File: src/rtl/obs_pkg.sv
// Shared types for the ordered bus sequencer.
// Assumes: two-bit encodings are enough for the source and state sets.
package obs_pkg;
    typedef enum logic [1:0] {
        SRC_WR   = 2'd0,
        SRC_DAT  = 2'd1,
        SRC_INS  = 2'd2,
        SRC_NONE = 2'd3
    } src_e;

    typedef enum logic [1:0] {
        ST_IDLE = 2'd0,
        ST_CMD  = 2'd1,
        ST_WAIT = 2'd2
    } st_e;
endpackage

File: src/rtl/obs_select.sv
// Source selection in program order: buffered writes, then data read,
// then instruction fetch.
// Assumes: the buffer only fills while no read is pending.
module obs_select
    import obs_pkg::*;
(
    input  logic wb_valid,
    input  logic dat_req,
    input  logic ins_req,
    output src_e pick
);
    // Fixed priority mirrors the age of each pending access.
    always_comb begin
        if (wb_valid)     pick = SRC_WR;
        else if (dat_req) pick = SRC_DAT;
        else if (ins_req) pick = SRC_INS;
        else              pick = SRC_NONE;
    end
endmodule

File: src/rtl/obs_issue.sv
// Command issue: latches the chosen source, drives command beats, and
// holds the single transaction window until the response is taken.
// Assumes: requesters hold address and request until their done pulse.
module obs_issue
    import obs_pkg::*;
#(
    parameter int AW    = 32,
    parameter int DW    = 32,
    parameter int TID_W = 4
) (
    input  logic             clk,
    input  logic             rst_n,
    input  src_e             pick,
    input  logic [AW-1:0]    ins_addr,
    input  logic [AW-1:0]    dat_addr,
    input  logic             wb_valid,
    input  logic [AW-1:0]    wb_addr,
    input  logic [DW-1:0]    wb_data,
    input  logic             wb_last,
    input  logic             cmd_ready,
    input  logic             rsp_take,
    output logic             cmd_valid,
    output logic             cmd_write,
    output logic [AW-1:0]    cmd_addr,
    output logic [DW-1:0]    cmd_wdata,
    output logic             cmd_last,
    output logic [TID_W-1:0] cmd_tid,
    output logic             wb_pop,
    output st_e              state,
    output src_e             cur_src
);
    localparam logic [TID_W-1:0] TID_ONE = {{(TID_W-1){1'b0}}, 1'b1};

    logic [AW-1:0]    rd_addr_q;
    logic [TID_W-1:0] tid_q;
    logic             is_wr;
    logic             beat_fire;

    assign is_wr     = (cur_src == SRC_WR);
    assign cmd_valid = (state == ST_CMD) && (is_wr ? wb_valid : 1'b1);
    assign cmd_write = is_wr;
    assign cmd_addr  = is_wr ? wb_addr : rd_addr_q;
    assign cmd_wdata = is_wr ? wb_data : '0;
    assign cmd_last  = is_wr ? wb_last : 1'b1;
    assign cmd_tid   = tid_q;
    assign beat_fire = cmd_valid && cmd_ready;
    assign wb_pop    = beat_fire && is_wr;

    // Sequencer state, latched source and read address, identifier count.
    always_ff @(posedge clk) begin
        if (!rst_n) begin
            state     <= ST_IDLE;
            cur_src   <= SRC_NONE;
            rd_addr_q <= '0;
            tid_q     <= '0;
        end else begin
            unique case (state)
                ST_IDLE: begin
                    if (pick != SRC_NONE) begin
                        cur_src   <= pick;
                        rd_addr_q <= (pick == SRC_DAT) ? dat_addr : ins_addr;
                        state     <= ST_CMD;
                    end
                end
                ST_CMD: begin
                    if (beat_fire && cmd_last) state <= ST_WAIT;
                end
                ST_WAIT: begin
                    if (rsp_take) begin
                        state <= ST_IDLE;
                        tid_q <= tid_q + TID_ONE;
                    end
                end
                default: state <= ST_IDLE;
            endcase
        end
    end

    AST_NO_CMD_AFTER_LAST: assert property (@(posedge clk) disable iff (!rst_n)
        (cmd_valid && cmd_ready && cmd_last) |=> !cmd_valid);
    AST_CMD_HELD: assert property (@(posedge clk) disable iff (!rst_n)
        (cmd_valid && !cmd_ready) |=> (cmd_valid && $stable(cmd_addr)
            && $stable(cmd_tid) && $stable(cmd_write)));
    AST_READ_AFTER_DRAIN: assert property (@(posedge clk) disable iff (!rst_n)
        (cmd_valid && !cmd_write) |-> !wb_valid);
endmodule

File: src/rtl/obs_route.sv
// Response matching and routing: accepts only the response for the
// outstanding identifier and returns data or errors to its requester.
// Assumes: responses are always accepted (no back-pressure).
module obs_route
    import obs_pkg::*;
#(
    parameter int DW    = 32,
    parameter int TID_W = 4
) (
    input  logic             clk,
    input  logic             rst_n,
    input  st_e              state,
    input  src_e             cur_src,
    input  logic [TID_W-1:0] cur_tid,
    input  logic             rsp_valid,
    input  logic [TID_W-1:0] rsp_tid,
    input  logic [DW-1:0]    rsp_data,
    input  logic             rsp_err,
    output logic             rsp_take,
    output logic             ins_done,
    output logic [DW-1:0]    ins_rdata,
    output logic             ins_err,
    output logic             dat_done,
    output logic [DW-1:0]    dat_rdata,
    output logic             dat_err,
    output logic             wr_err,
    output logic             proto_err
);
    assign rsp_take = rsp_valid && (state == ST_WAIT) && (rsp_tid == cur_tid);

    // Registered pulses and data toward the requesting side.
    always_ff @(posedge clk) begin
        if (!rst_n) begin
            ins_done  <= 1'b0;
            ins_err   <= 1'b0;
            ins_rdata <= '0;
            dat_done  <= 1'b0;
            dat_err   <= 1'b0;
            dat_rdata <= '0;
            wr_err    <= 1'b0;
            proto_err <= 1'b0;
        end else begin
            ins_done  <= rsp_take && (cur_src == SRC_INS);
            ins_err   <= rsp_take && (cur_src == SRC_INS) && rsp_err;
            dat_done  <= rsp_take && (cur_src == SRC_DAT);
            dat_err   <= rsp_take && (cur_src == SRC_DAT) && rsp_err;
            wr_err    <= rsp_take && (cur_src == SRC_WR) && rsp_err;
            proto_err <= rsp_valid && !rsp_take;
            if (rsp_take && cur_src == SRC_INS) ins_rdata <= rsp_data;
            if (rsp_take && cur_src == SRC_DAT) dat_rdata <= rsp_data;
        end
    end

    AST_ONE_OUTCOME: assert property (@(posedge clk) disable iff (!rst_n)
        $onehot0({ins_done, dat_done, wr_err, proto_err}));
    AST_PROTO_NEEDS_RSP: assert property (@(posedge clk) disable iff (!rst_n)
        proto_err |-> $past(rsp_valid));
    AST_INS_ERR_PAIRED: assert property (@(posedge clk) disable iff (!rst_n)
        ins_err |-> ins_done);
    AST_DAT_ERR_PAIRED: assert property (@(posedge clk) disable iff (!rst_n)
        dat_err |-> dat_done);
endmodule

File: src/rtl/ordered_bus_seq.sv
// Top: shares one bus initiator port between instruction reads, data
// reads and posted write bursts, one transaction at a time, in program order.
// Assumes: requesters hold requests until done; the write buffer does not
// fill while a read is pending.
module ordered_bus_seq
    import obs_pkg::*;
#(
    parameter int AW    = 32,
    parameter int DW    = 32,
    parameter int TID_W = 4
) (
    input  logic             clk,
    input  logic             rst_n,
    input  logic             ins_req,
    input  logic [AW-1:0]    ins_addr,
    output logic             ins_done,
    output logic [DW-1:0]    ins_rdata,
    output logic             ins_err,
    input  logic             dat_req,
    input  logic [AW-1:0]    dat_addr,
    output logic             dat_done,
    output logic [DW-1:0]    dat_rdata,
    output logic             dat_err,
    input  logic             wb_valid,
    input  logic [AW-1:0]    wb_addr,
    input  logic [DW-1:0]    wb_data,
    input  logic             wb_last,
    output logic             wb_pop,
    output logic             wr_err,
    output logic             cmd_valid,
    input  logic             cmd_ready,
    output logic             cmd_write,
    output logic [AW-1:0]    cmd_addr,
    output logic [DW-1:0]    cmd_wdata,
    output logic             cmd_last,
    output logic [TID_W-1:0] cmd_tid,
    input  logic             rsp_valid,
    input  logic [TID_W-1:0] rsp_tid,
    input  logic [DW-1:0]    rsp_data,
    input  logic             rsp_err,
    output logic             proto_err
);
    src_e pick;
    src_e cur_src;
    st_e  state;
    logic rsp_take;

    obs_select u_select (
        .wb_valid (wb_valid),
        .dat_req  (dat_req),
        .ins_req  (ins_req),
        .pick     (pick)
    );

    obs_issue #(.AW(AW), .DW(DW), .TID_W(TID_W)) u_issue (
        .clk       (clk),
        .rst_n     (rst_n),
        .pick      (pick),
        .ins_addr  (ins_addr),
        .dat_addr  (dat_addr),
        .wb_valid  (wb_valid),
        .wb_addr   (wb_addr),
        .wb_data   (wb_data),
        .wb_last   (wb_last),
        .cmd_ready (cmd_ready),
        .rsp_take  (rsp_take),
        .cmd_valid (cmd_valid),
        .cmd_write (cmd_write),
        .cmd_addr  (cmd_addr),
        .cmd_wdata (cmd_wdata),
        .cmd_last  (cmd_last),
        .cmd_tid   (cmd_tid),
        .wb_pop    (wb_pop),
        .state     (state),
        .cur_src   (cur_src)
    );

    obs_route #(.DW(DW), .TID_W(TID_W)) u_route (
        .clk       (clk),
        .rst_n     (rst_n),
        .state     (state),
        .cur_src   (cur_src),
        .cur_tid   (cmd_tid),
        .rsp_valid (rsp_valid),
        .rsp_tid   (rsp_tid),
        .rsp_data  (rsp_data),
        .rsp_err   (rsp_err),
        .rsp_take  (rsp_take),
        .ins_done  (ins_done),
        .ins_rdata (ins_rdata),
        .ins_err   (ins_err),
        .dat_done  (dat_done),
        .dat_rdata (dat_rdata),
        .dat_err   (dat_err),
        .wr_err    (wr_err),
        .proto_err (proto_err)
    );

    AST_DATA_BEFORE_FETCH: assert property (@(posedge clk) disable iff (!rst_n)
        (cmd_valid && !cmd_write && dat_req && ins_req) |-> (cmd_addr == dat_addr));
endmodule

File: config.mk
export PLATFORM = sky130hd
export DESIGN_NAME = ordered_bus_seq
export DESIGN_NICKNAME = d
export VERILOG_FILES = /design/src/rtl/obs_pkg.sv /design/src/rtl/obs_select.sv /design/src/rtl/obs_issue.sv /design/src/rtl/obs_route.sv /design/src/rtl/ordered_bus_seq.sv
export SDC_FILE = /design/constraint.sdc
export NUM_CORES = 1
export LEC_CHECK = 0
export ABC_AREA = 1
export CAP_MARGIN = 20
export CORE_AREA = 2 2 122 124
export CTS_CLUSTER_SIZE = 16
export DETAILED_ROUTE_END_ITERATION = 7
export DIE_AREA = 0 0 124 126
export DONT_BUFFER_PORTS = 1
export PLACE_DENSITY = 0.49
export SETUP_SLACK_MARGIN = 0.4
export SLEW_MARGIN = 0
export SYNTH_ARGS = -nofsm -noshare
export SYNTH_HDL_FRONTEND = slang
export SYNTH_SLANG_ARGS = --single-unit
File: constraint.sdc
create_clock -name clk -period 2.3 [get_ports clk]
set_input_delay 0.345 -clock clk [delete_from_list [all_inputs] [get_ports clk]]
set_output_delay 0.345 -clock clk [all_outputs]
set_load 0.05 [all_outputs]
==> impl_metrics.tcl <==
set metrics [dict create \
    cts_buffer_depth 2 \
    drt_wl_total_um 15300 \
    rsz0062_at_grt "no" \
    power_density_mw_per_mm2 746 \
    wl_per_cell_um 14.6 \
    period_share 0.797 \
    synth_nets 1022 \
    root_buffer "clkbuf_16" \
    area_growth_pct 16.3 \
    seq_area_frac_synth 0.419 \
    initial_core_util 0.367 \
    htreeDepth 3 \
    drt_iter0_drc 260 \
    crit_chain "inv_2 -> nand2_2 -> bufbuf_16 -> nor2_1 -> buf_4" \
    vias 4998 \
    power.total_mw 4.56 \
    synth_commonest_cells "277 x nand2_1, 167 x nor2_1, 110 x dfxtp_1, 107 x inv_1, 40 x nand3_1" \
    slew_headroom 0.566 \
    critPathSlowestCell "dfxtp_2" \
    drtPass1Iterations 4 \
    finalSetupViolations 0 \
    hold_viol 0 \
    cp_max_fo 33 \
    syn_inst 848 \
    hold_end "u_issue.cur_src[0]$_SDFFE_PN1P_" \
    post-place-ws_ns 0.579 \
    fp.dieArea_sq_mm 0.0156 \
    r2r_end "u_route.ins_rdata[13]$_SDFFE_PN0P_" \
    cts_tree "done" \
    fin_setup_tns_ns 0 \
    grt_pass1_wl_um 22900 \
    setup.worst_path.start "u_issue.cur_src[0]$_SDFFE_PN1P_" \
    io_buffers 0 \
    max_freq_mhz 545 \
    fillCellCount 1537 \
    synthAdderAreaFrac 0.00238 \
    num_rows 44 \
    finalNetCount 1030 \
    gp_congestion 0.784 \
    io_pins 315 \
    ys_warn_count 0 \
    holdPathStages 1 \
    fin_crit_ns 1.83 \
    r2r_start "u_issue.cmd_tid[1]$_SDFFE_PN0P_" \
    synth-compound-area-share 0.0783 \
    drive_gt1_frac 0.137 \
    cts_num_sinks 110 \
    route.detailed.drc 0 \
    cp_top_family "buffers and inverters" \
    die_w_um 124 \
    slew_violations 0 \
    synth_area_leader_cell "dfxtp_1" \
    worst-r2r-setup-slack_ns 0.66 \
    min_path_type "in2reg" \
    n_antenna_cell 0 \
    finClkSkew_ns 0.00889 \
    min_from "rst_n" \
    cp.arrival_ns 1.49 \
    synth_top_area_frac 0.419 \
    synth-simple-area-share 0.373 \
    synth_cell_types 28 \
    worstPathRequired_ns 1.96 \
    grt_max_degree 102 \
    synth_xor_area_frac 0.00476 \
    netlist_area_sq_mm 0.00526 \
    end_kind "output port" \
    cts_buffers 9 \
    post_cts_buffers 0 \
    antenna_found_initial 0 \
    synth_top_family_by_area "simple AND/OR/NAND/NOR gates" \
    core_sq_mm 0.0143 \
    track_usage 0.186 \
    crit_type "reg2out" \
    syn-mean-instance-area_sq_um 6.20 \
    synth_mux_area_frac 0 \
    dominantRegCellSynth "dfxtp_1" \
    ant_nets 0 \
    yosys-top-cells-area "dfxtp_1 42%, nand2_1 20%, nor2_1 12%" \
    grt_pass1_vias 4623 \
    synth-seq-cells 110 \
    slowest_delay_ns 0.35 \
    clkTransAtPathRegs_ns 0.07 \
    synth_edf_count 0 \
    ir_worst_vdd_uv 321 \
    clock_latency_ns 0.35 \
    timing.final.ws_setup_ns 0.466 \
    worst_pin_slew_ns 0.650 \
    crit_buf_inv 3 \
    vias_per_cell 4.78 \
    r2r_cells 8 \
    leakagePower_nw 3.19 \
    synth_most_common_cell "nand2_1" \
    die_h_um 126 \
    grt_overflow_total 0 \
    cp-start-kind "flop" \
    maxCapViolCount 0 \
    dp_hpwl_um 10700 \
    ys_async_sr_fraction 0 \
    status "finished clean" \
]
-- per-stage QoR --
step	area (sq um)	util	hold WS, ns	cells
2_1_floorplan	5270	-	0.471	848
3_3_place_gp	5690	0.397	0.443	1028
3_5_place_dp	5690	0.397	0.445	1028
4_1_cts	6090	0.426	0.0741	1045
5_1_grt	6120	0.427	0.0928	1045
6_report	6120	0.427	0.111	1045
-- worst max path at each step --
stage | to | slack [ns] | depth (start not counted)
after global routing | cmd_wdata[29] | 0.39 | 5
after global placement | cmd_addr[21] | 0.62 | 5
after detailed placement | cmd_addr[21] | 0.58 | 5
final | cmd_wdata[9] | 0.47 | 5
after floorplan | wb_pop | 0.45 | 4
after CTS | cmd_wdata[28] | 0.39 | 5
-- registers in the layout, summed over array words and instances (netlist names), 2 cells and up --
register           count
u_issue.cmd_tid        4
u_route.ins_rdata     32
u_issue.rd_addr_q     32
u_issue.cur_src        2
u_route.dat_rdata     32
u_issue.state          2
-- layout by cell type, fill, tap and decap left out, types with 2 or more instances in the layout --
| cell | n |
|---|---|
| a21oi_1 | 5 |
| a31oi_1 | 32 |
| buf_12 | 3 |
| buf_4 | 37 |
| buf_6 | 7 |
| clkbuf_16 | 9 |
| clkinv_1 | 2 |
| clkinvlp_4 | 3 |
| dfxtp_1 | 108 |
| dfxtp_2 | 2 |
| inv_1 | 105 |
| inv_2 | 7 |
| nand2_1 | 244 |
| nand2_2 | 33 |
| nand3_1 | 40 |
| nand4_1 | 4 |
| nand4_2 | 2 |
| nor2_1 | 162 |
| nor2_2 | 5 |
| nor2_4 | 2 |
| nor3_1 | 2 |
| nor4_1 | 2 |
| o21ai_0 | 12 |
| o21ai_1 | 20 |
-- repair_timing --
action | in CTS | in global routing
resized for setup | 37 | 11
setup endpoints to repair | 34 | 56
hold buffers | 0 | 0
gates cloned | 1 | 0
-- where the power goes --
| group | internal (mW) | total, mW | switching [mW] |
|---|---|---|---|
| clock | 0.744 | 1.48 | 0.740 |
| combinational | 0.226 | 1.02 | 0.793 |
| sequential | 2.00 | 2.06 | 0.0605 |
| total | 2.97 | 4.56 | 1.59 |
-- kinds of logic (layout without fill, tap and decap cells) --
| group | Yosys count | in the layout |
|---|---|---|
| AND/OR/NAND/NOR | 497 | 497 |
| XOR/XNOR | 2 | 2 |
| adder cells (fa/ha/maj) | 1 | 1 |
| flip-flops | 110 | 110 |
| buffers and inverters | 165 | 178 |
| AO/OA/AOI/OAI | 73 | 73 |
-- cell type report --
cell class	count	area, sq um	area share
Clock inverter	6	47.5	0.00777
Tap cell	184	230	0.0376
Multi-Input combinational cell	573	2530	0.413
Inverter	114	428	0.0699
Sequential cell	110	2200	0.360
Timing Repair Buffer	48	449	0.0734
Clock buffer	10	229	0.0374
-- metal layers --
| layer | vias up | share of wire | GRT usage | wire [um] |
|---|---|---|---|---|
| li1 | 2577 | - | - | - |
| met1 | 2223 | 0.40 | 0.216 | 6080 |
| met2 | 189 | 0.49 | 0.320 | 7440 |
| met3 | 9 | 0.11 | 0.0707 | 1620 |
| met4 | 0 | 0.0088 | 0.0469 | 135 |
| met5 | - | 0 | 0 | 0 |
-- worst reg2reg max path: cells and delay by family, from the launching register on --
kind                   cells  cell delay (ns)
buffers and inverters      1             0.53
flip-flops                 1             0.44
AND/OR/NAND/NOR            7             0.56
(Power assumes the default switching activity.)
